===== src/rtl/cl_burst_pkg.sv =====
package cl_burst_pkg;
  localparam int unsigned BEAT_W = 64;
  localparam int unsigned ARR_W  = 256;
  localparam int unsigned BEATS  = ARR_W / BEAT_W;
  localparam int unsigned IDX_W  = $clog2(BEATS);

  typedef enum logic [1:0] {ST_IDLE, ST_WAIT, ST_BURST} seq_st_e;

  // behavioural array content
  function automatic logic [BEAT_W-1:0] fill_dw(logic [15:0] line, logic [7:0] seg, logic [7:0] dw);
    return {16'h0000, line, 16'hA5A5, seg, dw};
  endfunction
endpackage


===== src/rtl/cl_array_model.sv =====
module cl_array_model
  import cl_burst_pkg::*;
#(
  parameter int unsigned LINE_IW = 18,
  parameter int unsigned SEG_W   = 1,
  parameter int unsigned STAGES  = 1
) (
  input  logic                           clk_i,
  input  logic                           rst_ni,
  input  logic                           rd_en_i,
  input  logic [LINE_IW-1:0]             rd_line_i,
  input  logic [SEG_W-1:0]               rd_seg_i,
  output logic                           rvalid_o,
  output logic [SEG_W-1:0]               rseg_o,
  output logic [BEATS-1:0][BEAT_W-1:0]   rdata_o
);
  logic [BEATS-1:0][BEAT_W-1:0] word_d, s1_data_q;
  logic                         s1_v_q;
  logic [SEG_W-1:0]             s1_seg_q;

  always_comb begin
    for (int d = 0; d < int'(BEATS); d++)
      word_d[d] = fill_dw(16'(rd_line_i), 8'(rd_seg_i), 8'(d));
  end

  always_ff @(posedge clk_i or negedge rst_ni) begin
    if (!rst_ni) begin
      s1_v_q    <= 1'b0;
      s1_seg_q  <= '0;
      s1_data_q <= '0;
    end else begin
      s1_v_q <= rd_en_i;
      if (rd_en_i) begin
        s1_seg_q  <= rd_seg_i;
        s1_data_q <= word_d;
      end
    end
  end

  generate
    if (STAGES > 1) begin : g_pipe
      logic                         s2_v_q;
      logic [SEG_W-1:0]             s2_seg_q;
      logic [BEATS-1:0][BEAT_W-1:0] s2_data_q;
      always_ff @(posedge clk_i or negedge rst_ni) begin
        if (!rst_ni) begin
          s2_v_q    <= 1'b0;
          s2_seg_q  <= '0;
          s2_data_q <= '0;
        end else begin
          s2_v_q    <= s1_v_q;
          s2_seg_q  <= s1_seg_q;
          s2_data_q <= s1_data_q;
        end
      end
      assign rvalid_o = s2_v_q;
      assign rseg_o   = s2_seg_q;
      assign rdata_o  = s2_data_q;
    end else begin : g_flat
      assign rvalid_o = s1_v_q;
      assign rseg_o   = s1_seg_q;
      assign rdata_o  = s1_data_q;
    end
  endgenerate
endmodule


===== src/rtl/cl_burst_ctrl.sv =====
module cl_burst_ctrl
  import cl_burst_pkg::*;
#(
  parameter int unsigned LAT   = 9,
  parameter int unsigned NSEG  = 2,
  parameter int unsigned SEG_W = 1
) (
  input  logic              clk_i,
  input  logic              rst_ni,
  input  logic              req_valid_i,
  output logic              ready_o,
  output logic              accept_o,
  output logic              rd_en_o,
  output logic [SEG_W-1:0]  rd_seg_o,
  output logic              beat_valid_o,
  output logic [IDX_W-1:0]  beat_idx_o,
  output logic              beat_last_o
);
  localparam int unsigned CNT_W = $clog2(LAT);
  localparam int unsigned RL_W  = $clog2(NSEG + 1);

  seq_st_e            st_q;
  logic [CNT_W-1:0]   cnt_q;
  logic [IDX_W-1:0]   idx_q;
  logic [RL_W-1:0]    rd_left_q;
  logic [SEG_W-1:0]   rd_seg_q;

  assign ready_o  = (st_q == ST_IDLE);
  assign accept_o = req_valid_i & ready_o;

  always_ff @(posedge clk_i or negedge rst_ni) begin
    if (!rst_ni) begin
      st_q      <= ST_IDLE;
      cnt_q     <= '0;
      idx_q     <= '0;
      rd_left_q <= '0;
      rd_seg_q  <= '0;
    end else begin
      if (accept_o) begin
        rd_left_q <= RL_W'(NSEG);
        rd_seg_q  <= '0;
      end else if (rd_left_q != '0) begin
        rd_left_q <= rd_left_q - 1'b1;
        rd_seg_q  <= rd_seg_q + 1'b1;
      end
      unique case (st_q)
        ST_IDLE: if (accept_o) begin
          st_q  <= ST_WAIT;
          cnt_q <= CNT_W'(LAT - 1);
        end
        ST_WAIT: if (cnt_q == '0) begin
          st_q  <= ST_BURST;
          idx_q <= '0;
        end else begin
          cnt_q <= cnt_q - 1'b1;
        end
        ST_BURST: if (idx_q == IDX_W'(BEATS - 1)) st_q <= ST_IDLE;
                  else idx_q <= idx_q + 1'b1;
        default: st_q <= ST_IDLE;
      endcase
    end
  end

  assign rd_en_o      = (rd_left_q != '0);
  assign rd_seg_o     = rd_seg_q;
  assign beat_valid_o = (st_q == ST_BURST);
  assign beat_idx_o   = idx_q;
  assign beat_last_o  = (st_q == ST_BURST) && (idx_q == IDX_W'(BEATS - 1));

  AST_READS_DONE: assert property (@(posedge clk_i) disable iff (!rst_ni)
    beat_valid_o |-> !rd_en_o);
  AST_WAIT_NO_BEAT: assert property (@(posedge clk_i) disable iff (!rst_ni)
    (st_q == ST_WAIT) |-> !beat_valid_o && !ready_o);
endmodule


===== src/rtl/cl_line_buf.sv =====
module cl_line_buf
  import cl_burst_pkg::*;
#(
  parameter int unsigned SEG_W = 1
) (
  input  logic                          clk_i,
  input  logic                          rst_ni,
  input  logic                          rvalid_i,
  input  logic [SEG_W-1:0]              rseg_i,
  input  logic [BEATS-1:0][BEAT_W-1:0]  rdata_i,
  input  logic [SEG_W-1:0]              sel_seg_i,
  input  logic [IDX_W-1:0]              beat_idx_i,
  output logic [BEAT_W-1:0]             beat_data_o
);
  logic [BEATS-1:0][BEAT_W-1:0] buf_q;

  // keep only the segment that holds the requested address
  always_ff @(posedge clk_i or negedge rst_ni) begin
    if (!rst_ni)                             buf_q <= '0;
    else if (rvalid_i && rseg_i == sel_seg_i) buf_q <= rdata_i;
  end

  assign beat_data_o = buf_q[beat_idx_i];
endmodule


===== src/rtl/cl_burst_seq.sv =====
module cl_burst_seq
  import cl_burst_pkg::*;
#(
  parameter int unsigned LINE_BYTES = 64,
  parameter bit          PIPE_ARRAY = 1'b0,
  parameter int unsigned ADDR_W     = 24,
  parameter int unsigned TAG_W      = 4
) (
  input  logic              clk_i,
  input  logic              rst_ni,
  input  logic              req_valid_i,
  input  logic [ADDR_W-1:0] req_addr_i,
  input  logic [TAG_W-1:0]  req_tag_i,
  output logic              ready_o,
  output logic              beat_valid_o,
  output logic [63:0]       beat_data_o,
  output logic [1:0]        beat_idx_o,
  output logic              beat_last_o,
  output logic [TAG_W-1:0]  beat_tag_o
);
  localparam int unsigned SEG_BYTES = ARR_W / 8;
  localparam int unsigned NSEG      = LINE_BYTES / SEG_BYTES;
  localparam int unsigned SEG_W     = (NSEG > 1) ? $clog2(NSEG) : 1;
  localparam int unsigned OFS_W     = $clog2(LINE_BYTES);
  localparam int unsigned SOFS_W    = $clog2(SEG_BYTES);
  localparam int unsigned LINE_IW   = ADDR_W - OFS_W;
  localparam int unsigned LAT       = PIPE_ARRAY ? 10 : 9;
  localparam int unsigned STAGES    = PIPE_ARRAY ? 2 : 1;

  logic                         accept;
  logic                         rd_en;
  logic [SEG_W-1:0]             rd_seg, rseg, req_seg, sel_q;
  logic                         rvalid;
  logic [BEATS-1:0][BEAT_W-1:0] rdata;
  logic [LINE_IW-1:0]           line_q;
  logic [TAG_W-1:0]             tag_q;
  logic                         addr_lo_unused;

  assign addr_lo_unused = ^req_addr_i[SOFS_W-1:0];

  generate
    if (NSEG > 1) begin : g_two_seg
      assign req_seg = req_addr_i[OFS_W-1:SOFS_W];
    end else begin : g_one_seg
      assign req_seg = '0;
    end
  endgenerate

  always_ff @(posedge clk_i or negedge rst_ni) begin
    if (!rst_ni) begin
      line_q <= '0;
      sel_q  <= '0;
      tag_q  <= '0;
    end else if (accept) begin
      line_q <= req_addr_i[ADDR_W-1:OFS_W];
      sel_q  <= req_seg;
      tag_q  <= req_tag_i;
    end
  end

  cl_burst_ctrl #(.LAT(LAT), .NSEG(NSEG), .SEG_W(SEG_W)) u_ctrl (
    .clk_i, .rst_ni, .req_valid_i,
    .ready_o, .accept_o(accept),
    .rd_en_o(rd_en), .rd_seg_o(rd_seg),
    .beat_valid_o, .beat_idx_o, .beat_last_o
  );

  cl_array_model #(.LINE_IW(LINE_IW), .SEG_W(SEG_W), .STAGES(STAGES)) u_array (
    .clk_i, .rst_ni,
    .rd_en_i(rd_en), .rd_line_i(line_q), .rd_seg_i(rd_seg),
    .rvalid_o(rvalid), .rseg_o(rseg), .rdata_o(rdata)
  );

  cl_line_buf #(.SEG_W(SEG_W)) u_buf (
    .clk_i, .rst_ni,
    .rvalid_i(rvalid), .rseg_i(rseg), .rdata_i(rdata),
    .sel_seg_i(sel_q), .beat_idx_i(beat_idx_o),
    .beat_data_o
  );

  assign beat_tag_o = tag_q;

  AST_FIRST_LATENCY: assert property (@(posedge clk_i) disable iff (!rst_ni)
    $rose(beat_valid_o) |-> $past(accept, LAT + 1));
  AST_FIRST_IDX_ZERO: assert property (@(posedge clk_i) disable iff (!rst_ni)
    $rose(beat_valid_o) |-> beat_idx_o == 2'd0);
  AST_BEATS_CONTIG: assert property (@(posedge clk_i) disable iff (!rst_ni)
    beat_valid_o && !beat_last_o |=> beat_valid_o && beat_idx_o == $past(beat_idx_o) + 2'd1);
  AST_END_AFTER_LAST: assert property (@(posedge clk_i) disable iff (!rst_ni)
    beat_valid_o && beat_last_o |=> !beat_valid_o && ready_o);
  AST_BUSY_NOT_READY: assert property (@(posedge clk_i) disable iff (!rst_ni)
    beat_valid_o |-> !ready_o);
  AST_TAG_HOLD: assert property (@(posedge clk_i) disable iff (!rst_ni)
    beat_valid_o && !beat_last_o |=> $stable(beat_tag_o));
  AST_BUSY_IGNORED: assert property (@(posedge clk_i) disable iff (!rst_ni)
    !ready_o |=> $stable(beat_tag_o));
endmodule


===== config.mk =====
export PLATFORM = sky130hd
export DESIGN_NAME = cl_burst_seq
export DESIGN_NICKNAME = d
export VERILOG_FILES = /design/src/rtl/cl_burst_pkg.sv /design/src/rtl/cl_array_model.sv /design/src/rtl/cl_burst_ctrl.sv /design/src/rtl/cl_line_buf.sv /design/src/rtl/cl_burst_seq.sv
export SDC_FILE = /design/constraint.sdc
export NUM_CORES = 1
export LEC_CHECK = 0
export ABC_AREA = 0
export BUFFER_PORTS_ARGS = -buffer_cell sky130_fd_sc_hd__buf_4
export CELL_PAD_IN_SITES_DETAIL_PLACEMENT = 0
export CELL_PAD_IN_SITES_GLOBAL_PLACEMENT = 1
export CORE_MARGIN = 2
export CORE_UTILIZATION = 55
export DETAILED_ROUTE_END_ITERATION = 10
export GPL_TIMING_DRIVEN = 0
export HOLD_SLACK_MARGIN = 0.12
export PLACE_DENSITY_LB_ADDON = 0.05
export REMOVE_ABC_BUFFERS = 1
export SLEW_MARGIN = 20
export SYNTH_ARGS = -nofsm -noshare
export SYNTH_HDL_FRONTEND = slang
export SYNTH_HIERARCHICAL = 1
export SYNTH_SLANG_ARGS = --single-unit

===== constraint.sdc =====
create_clock -name clk_i -period 4 [get_ports clk_i]
set_input_delay 0.8 -clock clk_i [delete_from_list [all_inputs] [get_ports clk_i]]
set_output_delay 0.8 -clock clk_i [all_outputs]
set_load 0.01 [all_outputs]

==> flow_metrics.env, run 1 <==
export IMPL_status="finished, final reports clean"
export IMPL_p_switching_mw=5.08
export IMPL_wl_met1_mm=11.5
export IMPL_port_buffers=96
export IMPL_gr_total_overflow=0
export IMPL_crit_start="u_ctrl/beat_idx_o[0]"
export IMPL_fp_row_count=62
export IMPL_drt_iter0_markers=327
export IMPL_seqPwrFrac_pct=31.6
export IMPL_netlist_area_um2=15900
export IMPL_vdd_drop_max_mv=0.465
export IMPL_required_ps=3200
export IMPL_area_delta_synth_final_pct=8.32
export IMPL_power_total_mw=17.4
export IMPL_rrSetupSlack_ps=1600
export IMPL_die_w_um=174
export IMPL_pwr_share_clk_pct=21.6
export IMPL_cap_violations=0
export IMPL_finClkSkew_ps=16.3
export IMPL_cts_hold_buf=0
export IMPL_power_leakage_nw=8.08
export IMPL_finalCritPeriodShare_pct=83.0
export IMPL_wire_per_inst_um=16.5
export IMPL_cts_root_buf="clkbuf_16"
export IMPL_cts_made_buffers=37
export IMPL_cts_setup_buffers=0
export IMPL_wl_met3_mm=1.04
export IMPL_rsz0062_at_grt="no"
export IMPL_grt_start_max_net_pins=71
export IMPL_coreArea_um2=28600
export IMPL_post_cts_resize_count=0
export IMPL_wl_mm=23.6
export IMPL_track_usage_pct=16.5
export IMPL_final_nets=1051
export IMPL_finalHoldViolCount=0
export IMPL_r2r_start="u_array/rdata_o[200]"
export IMPL_worstMarginPinSlew_ps=657
export IMPL_detail_route_antenna_nets=0
export IMPL_setup_violations_final=0
export IMPL_fmax_mhz=301
export IMPL_n_antenna_cell=0
export IMPL_routed_wl_met2_mm=10.5
export IMPL_relSlewSlack_pct=56.1
export IMPL_h_tree_depth=2
export IMPL_grt_antenna_before_repair=0
export IMPL_dieArea_um2=30400
export IMPL_powerDensity_nw_per_um2=1010
export IMPL_clockBufferDepth=3
export IMPL_hold_class="primary input to asynchronous set/reset pin"
export IMPL_dp_hpwl_mm=14.2
export IMPL_path_class="register to output port"
export IMPL_drc=0
export IMPL_finalCriticalPeriod_ps=3320
export IMPL_cp_start_kind="register"
export IMPL_cts_sinks=307
export IMPL_ys_warn_count=6
export IMPL_place_gp_congestion=0.685
export IMPL_syn_inst=1001
export IMPL_p_int_mw=12.3
export IMPL_path_clk_slew_ps=60
export IMPL_dieHeight_um=174
export IMPL_io_pins=104
export IMPL_holdWs_ps=224
export IMPL_arrival_ps=2520
export IMPL_syn_avg_cell_area_um2=15.9
export IMPL_firstDrtPassIters=4
export IMPL_grt_pass1_vias=7268
export IMPL_drive_gt1_share_pct=51.8
export IMPL_tritoncts="built"
export IMPL_critPathMaxFanout=31
export IMPL_switching_share_pct=29.2
export IMPL_num_vias=6795
export IMPL_slew_viol_final=0
export IMPL_grt_pass1_wl_mm=40.5
export IMPL_fill_cells=2134
export IMPL_routed_top_layer="met4"
export IMPL_clk_latency_ps=510
export IMPL_comb_power_share_pct=46.9
export IMPL_vias_per_cell=4.75
export IMPL_end_kind="output port"
export IMPL_start_util_pct=55.7
-- metrics by stage --
step | util, % | std cells | cell area (µm²) | TNS [ps] | worst slack (ps)
2_1_floorplan | - | 865 | 14300 | -1534610 | -6090
3_3_place_gp | 54.0 | 1345 | 15500 | -2634320 | -9100
3_5_place_dp | 55.5 | 1362 | 15900 | 0 | 1130
4_1_cts | 60.3 | 1430 | 17300 | 0 | 586
5_1_grt | 60.3 | 1430 | 17300 | 0 | 509
6_report | 60.3 | 1430 | 17300 | 0 | 681
-- final cells by class --
type | count | area (µm²) | area share [%]
well taps | 384 | 480 | 2.78
clock inverters | 16 | 288 | 1.67
flip-flops and latches | 307 | 7690 | 44.5
repair buffers | 113 | 1130 | 6.52
multi-input cells | 550 | 6550 | 37.9
inverters | 8 | 30.0 | 0.174
clock buffers | 52 | 1100 | 6.40
-- state kept, by name, summed over array words and instances (netlist names) --
register / cells
u_buf/buf_q: 256
u_array/rdata_o: 18
line_q: 16
beat_tag_o: 4
u_ctrl/cnt_q: 4
u_ctrl/beat_idx_o: 2
u_ctrl/rd_left_q: 2
u_ctrl/st_q: 2
sel_q: 1
u_array/rvalid_o: 1
u_ctrl/rd_seg_o: 1
-- layer usage --
metal / GRT usage [%] / up-vias
li1: - / 3163
met1: 25.1 / 3498
met2: 23.9 / 96
met3: 3.59 / 38
met4: 4.80 / 0
met5: 0 / -
-- placed cells by master, fill, tap and decap left out, drive strengths merged --
| cell | instances |
|---|---|
| nor2 | 8 |
| nor3b | 1 |
| nor4 | 1 |
| nand4bb | 1 |
| clkinv | 7 |
| mux4 | 64 |
| xnor2 | 1 |
| and3 | 1 |
| dfrtp | 307 |
| ha | 3 |
| or2 | 2 |
| a21oi | 4 |
| nand2 | 3 |
| mux2 | 294 |
| nor4bb | 1 |
| o22ai | 2 |
| o211a | 1 |
| bufinv | 8 |
| nor2b | 1 |
| o311ai | 1 |
| o21bai | 1 |
| o21ai | 2 |
| mux2i | 3 |
| conb | 152 |
| xor2 | 2 |
| or3b | 1 |
| inv | 9 |
| clkbuf | 52 |
| buf | 113 |
-- worst max-delay path: stages (launching register included) --
cell     delay [ps]
dfrtp_4         670
buf_12          270
buf_16          290
mux4_2          590
buf_4           170
-- path summary, 6_finish.rpt --
check / endpoint / depth (start not counted)
hold reg to reg: line_q[15] / 1
max in group asynchronous: u_ctrl/beat_idx_o[1] / 3
hold / removal: u_buf/buf_q[49] / 1
min in group clk_i: line_q[15] / 1
setup / recovery: beat_data_o[30] / 4
setup reg to reg: u_buf/buf_q[192] / 6
-- power groups by stage --
stage / clock [mW] / combinational, mW / sequential, mW
2_1_floorplan: 0 / 3.74 / 4.78
4_1_cts: 3.86 / 8.27 / 5.50
3_5_place_dp: 0 / 8.27 / 5.52
3_3_place_gp: 0 / 4.27 / 4.89
5_1_grt: 4.01 / 8.70 / 5.70
6_report: 3.75 / 8.15 / 5.49
Power figures use the tool's default switching activity.
==> run 2, diff against run 1 <==
- CORE_UTILIZATION: 55 -> 49
- clock period: 4 -> 2.79 ns (I/O delays scaled with it)
==> run 2 against run 1 <==
- worst setup slack worse by 470 ps
- final area is 0.61% lower
- register-to-register slack worse by 1300 ps
- clock skew is 0.52 ps lower
- critical path depth is 1 lower
- global-route usage is 1.7 points lower
- via count hardly changed
- die area is 12% higher
- non-clock buffer count is 2 higher
- combinational power is 44% higher
- count of clock-buffer cells in the layout is 3 higher
- first-iteration DRC count is 10% lower
- critical path type unchanged
- largest power group unchanged
==> flow_metrics.env, run 2 (synthesized netlist as in run 1, its figures left out) <==
export IMPL_finClkSkew_ps=15.8
export IMPL_slowest_delay_ps=690
export IMPL_area_delta_synth_final_pct=7.66
export IMPL_firstDrtPassIters=4
export IMPL_h_tree_depth=2
export IMPL_multi_input_area_um2=6550
export IMPL_critPathMaxFanout=28
export IMPL_min_path_cells=2
export IMPL_cts_sinks=307
export IMPL_mostFrequentLayoutCells="dfrtp_1, mux2_4, conb_1"
export IMPL_power_leakage_nw=7.99
export IMPL_clockBufferDepth=3
export IMPL_detail_route_antenna_nets=0
export IMPL_track_usage_pct=14.8
export IMPL_r2r_start="u_array/rdata_o[200]"
export IMPL_cts_root_buf="clkbuf_16"
export IMPL_wl_mm=24.1
export IMPL_dieArea_um2=34000
export IMPL_fill_cells=2649
export IMPL_relSlewSlack_pct=32.2
export IMPL_slowest_stage="dfrtp_4"
export IMPL_status="finished, final reports clean"
export IMPL_coreArea_um2=32300
export IMPL_rrSetupSlack_ps=350
export IMPL_fmax_mhz=388
export IMPL_finalCritPeriodShare_pct=92.3
export IMPL_r2r_end="u_buf/buf_q[80]"
export IMPL_tritoncts="built"
export IMPL_powerDensity_nw_per_um2=1410
export IMPL_min_to="line_q[5]"
export IMPL_drc=0
export IMPL_grt_pass1_vias=7182
export IMPL_timing_hold_worst_start="req_addr_i[11]"
export IMPL_arrival_ps=2020
export IMPL_final_util_pct=53.2
export IMPL_dieHeight_um=184
export IMPL_hold_class="primary input to register"
export IMPL_finalHoldViolCount=0
export IMPL_clk_latency_ps=520
export IMPL_vdd_drop_max_mv=0.891
export IMPL_post_cts_resize_count=0
export IMPL_path_clk_slew_ps=50
export IMPL_cp_cell_sequence="buf_12 -> mux4_2 -> buf_4"
export IMPL_dp_hpwl_mm=14.1
export IMPL_finalCriticalPeriod_ps=2580
export IMPL_dpl_instance_area_um2=15900
export IMPL_path_class="register to output port"
export IMPL_wire_per_inst_um=16.2
export IMPL_gr_total_overflow=0
export IMPL_n_antenna_cell=0
export IMPL_cap_violations=0
export IMPL_grt_antenna_before_repair=0
export IMPL_drive_gt1_share_pct=51.1
export IMPL_final_nets=1052
export IMPL_drt_iter0_markers=294
export IMPL_worstMarginPinSlew_ps=1010
export IMPL_setup_violations_final=0
export IMPL_r2r_cells=6
export IMPL_required_ps=2230
export IMPL_num_vias=6798
export IMPL_place_gp_congestion=0.662
export IMPL_cp_start_kind="register"
export IMPL_vias_per_cell=4.57
export IMPL_fp_row_count=66
export IMPL_stdcell_area_um2=17200
export IMPL_io_pins=104
export IMPL_largest_register="u_buf/buf_q"
export IMPL_largest_register_ffs=256
export IMPL_end_kind="output port"
export IMPL_slew_viol_final=0
export IMPL_rsz0062_at_grt="no"
export IMPL_start_util_pct=49.4
export IMPL_cts_made_buffers=36
export IMPL_grt_pass1_wl_mm=39.9
export IMPL_port_buffers=96
export IMPL_die_w_um=184
export IMPL_final_common_cell="dfrtp_1"
export IMPL_seq_area_um2=7690
export IMPL_grt_start_max_net_pins=96
==> run 2: area by class of cell <==
cell class                      count  area share [%]
Inverter                            8           0.175
Sequential cell                   307            44.8
Clock buffer                       55            6.25
Tap cell                          442            3.22
Clock inverter                      9           0.743
Multi-Input combinational cell    550            38.2
Timing Repair Buffer              115            6.64
==> run 2: critical path, delay by kind of cell, from the launching register on <==
family                 cells  cell delay [ps]
flip-flops                 1              690
buffers and inverters      2              440
multiplexers               1              350
==> run 2: per-layer routing <==
metal / wire [µm] / track usage [%] / share of wire, % / vias to the layer above
met5: 0 / 0 / 0 / -
li1: - / - / - / 3169
met4: 493 / 4.32 / 2.0 / 0
met1: 11600 / 21.4 / 48 / 3490
met2: 10900 / 22.1 / 45 / 106
met3: 1190 / 3.71 / 4.9 / 33
==> run 2: stage by stage <==
step | setup TNS [ps] | std cells | worst slack [ps] | hold WS, ps | total power [mW]
final | 0 | 1486 | 214 | 278 | 24.3
after detailed placement | 0 | 1418 | 334 | 488 | 19.7
after floorplan | -1909750 | 865 | -7300 | 262 | 11.1
after global placement | -3382620 | 1403 | -10450 | 484 | 12.1
after global routing | 0 | 1486 | 125 | 256 | 25.7
after CTS | 0 | 1486 | 154 | 252 | 24.7
==> run 2: worst max-delay path by stage <==
stage,cells after the start,slack (ps),end,start
CTS,3,150,beat_data_o[35],u_ctrl/beat_idx_o[1]
global placement,3,-10450,u_buf/buf_q[197],u_array/rdata_o[200]
detailed placement,6,330,u_buf/buf_q[218],u_array/rdata_o[200]
finish,3,210,beat_data_o[15],u_ctrl/beat_idx_o[1]
global route,3,130,beat_data_o[37],u_ctrl/beat_idx_o[1]
floorplan,3,-7300,u_buf/buf_q[127],u_array/rdata_o[200]
==> run 2: timing repair <==
item                       CTS  global route
setup endpoints to repair   51             0
hold buffers                 1             0
buffers inserted             3             0
hold endpoints to repair    53             0
==> run 2: report_power, final <==
part           switching, mW  internal (mW)
logic                   4.18           7.51
clock network           1.81           2.93
registers               1.23           6.61
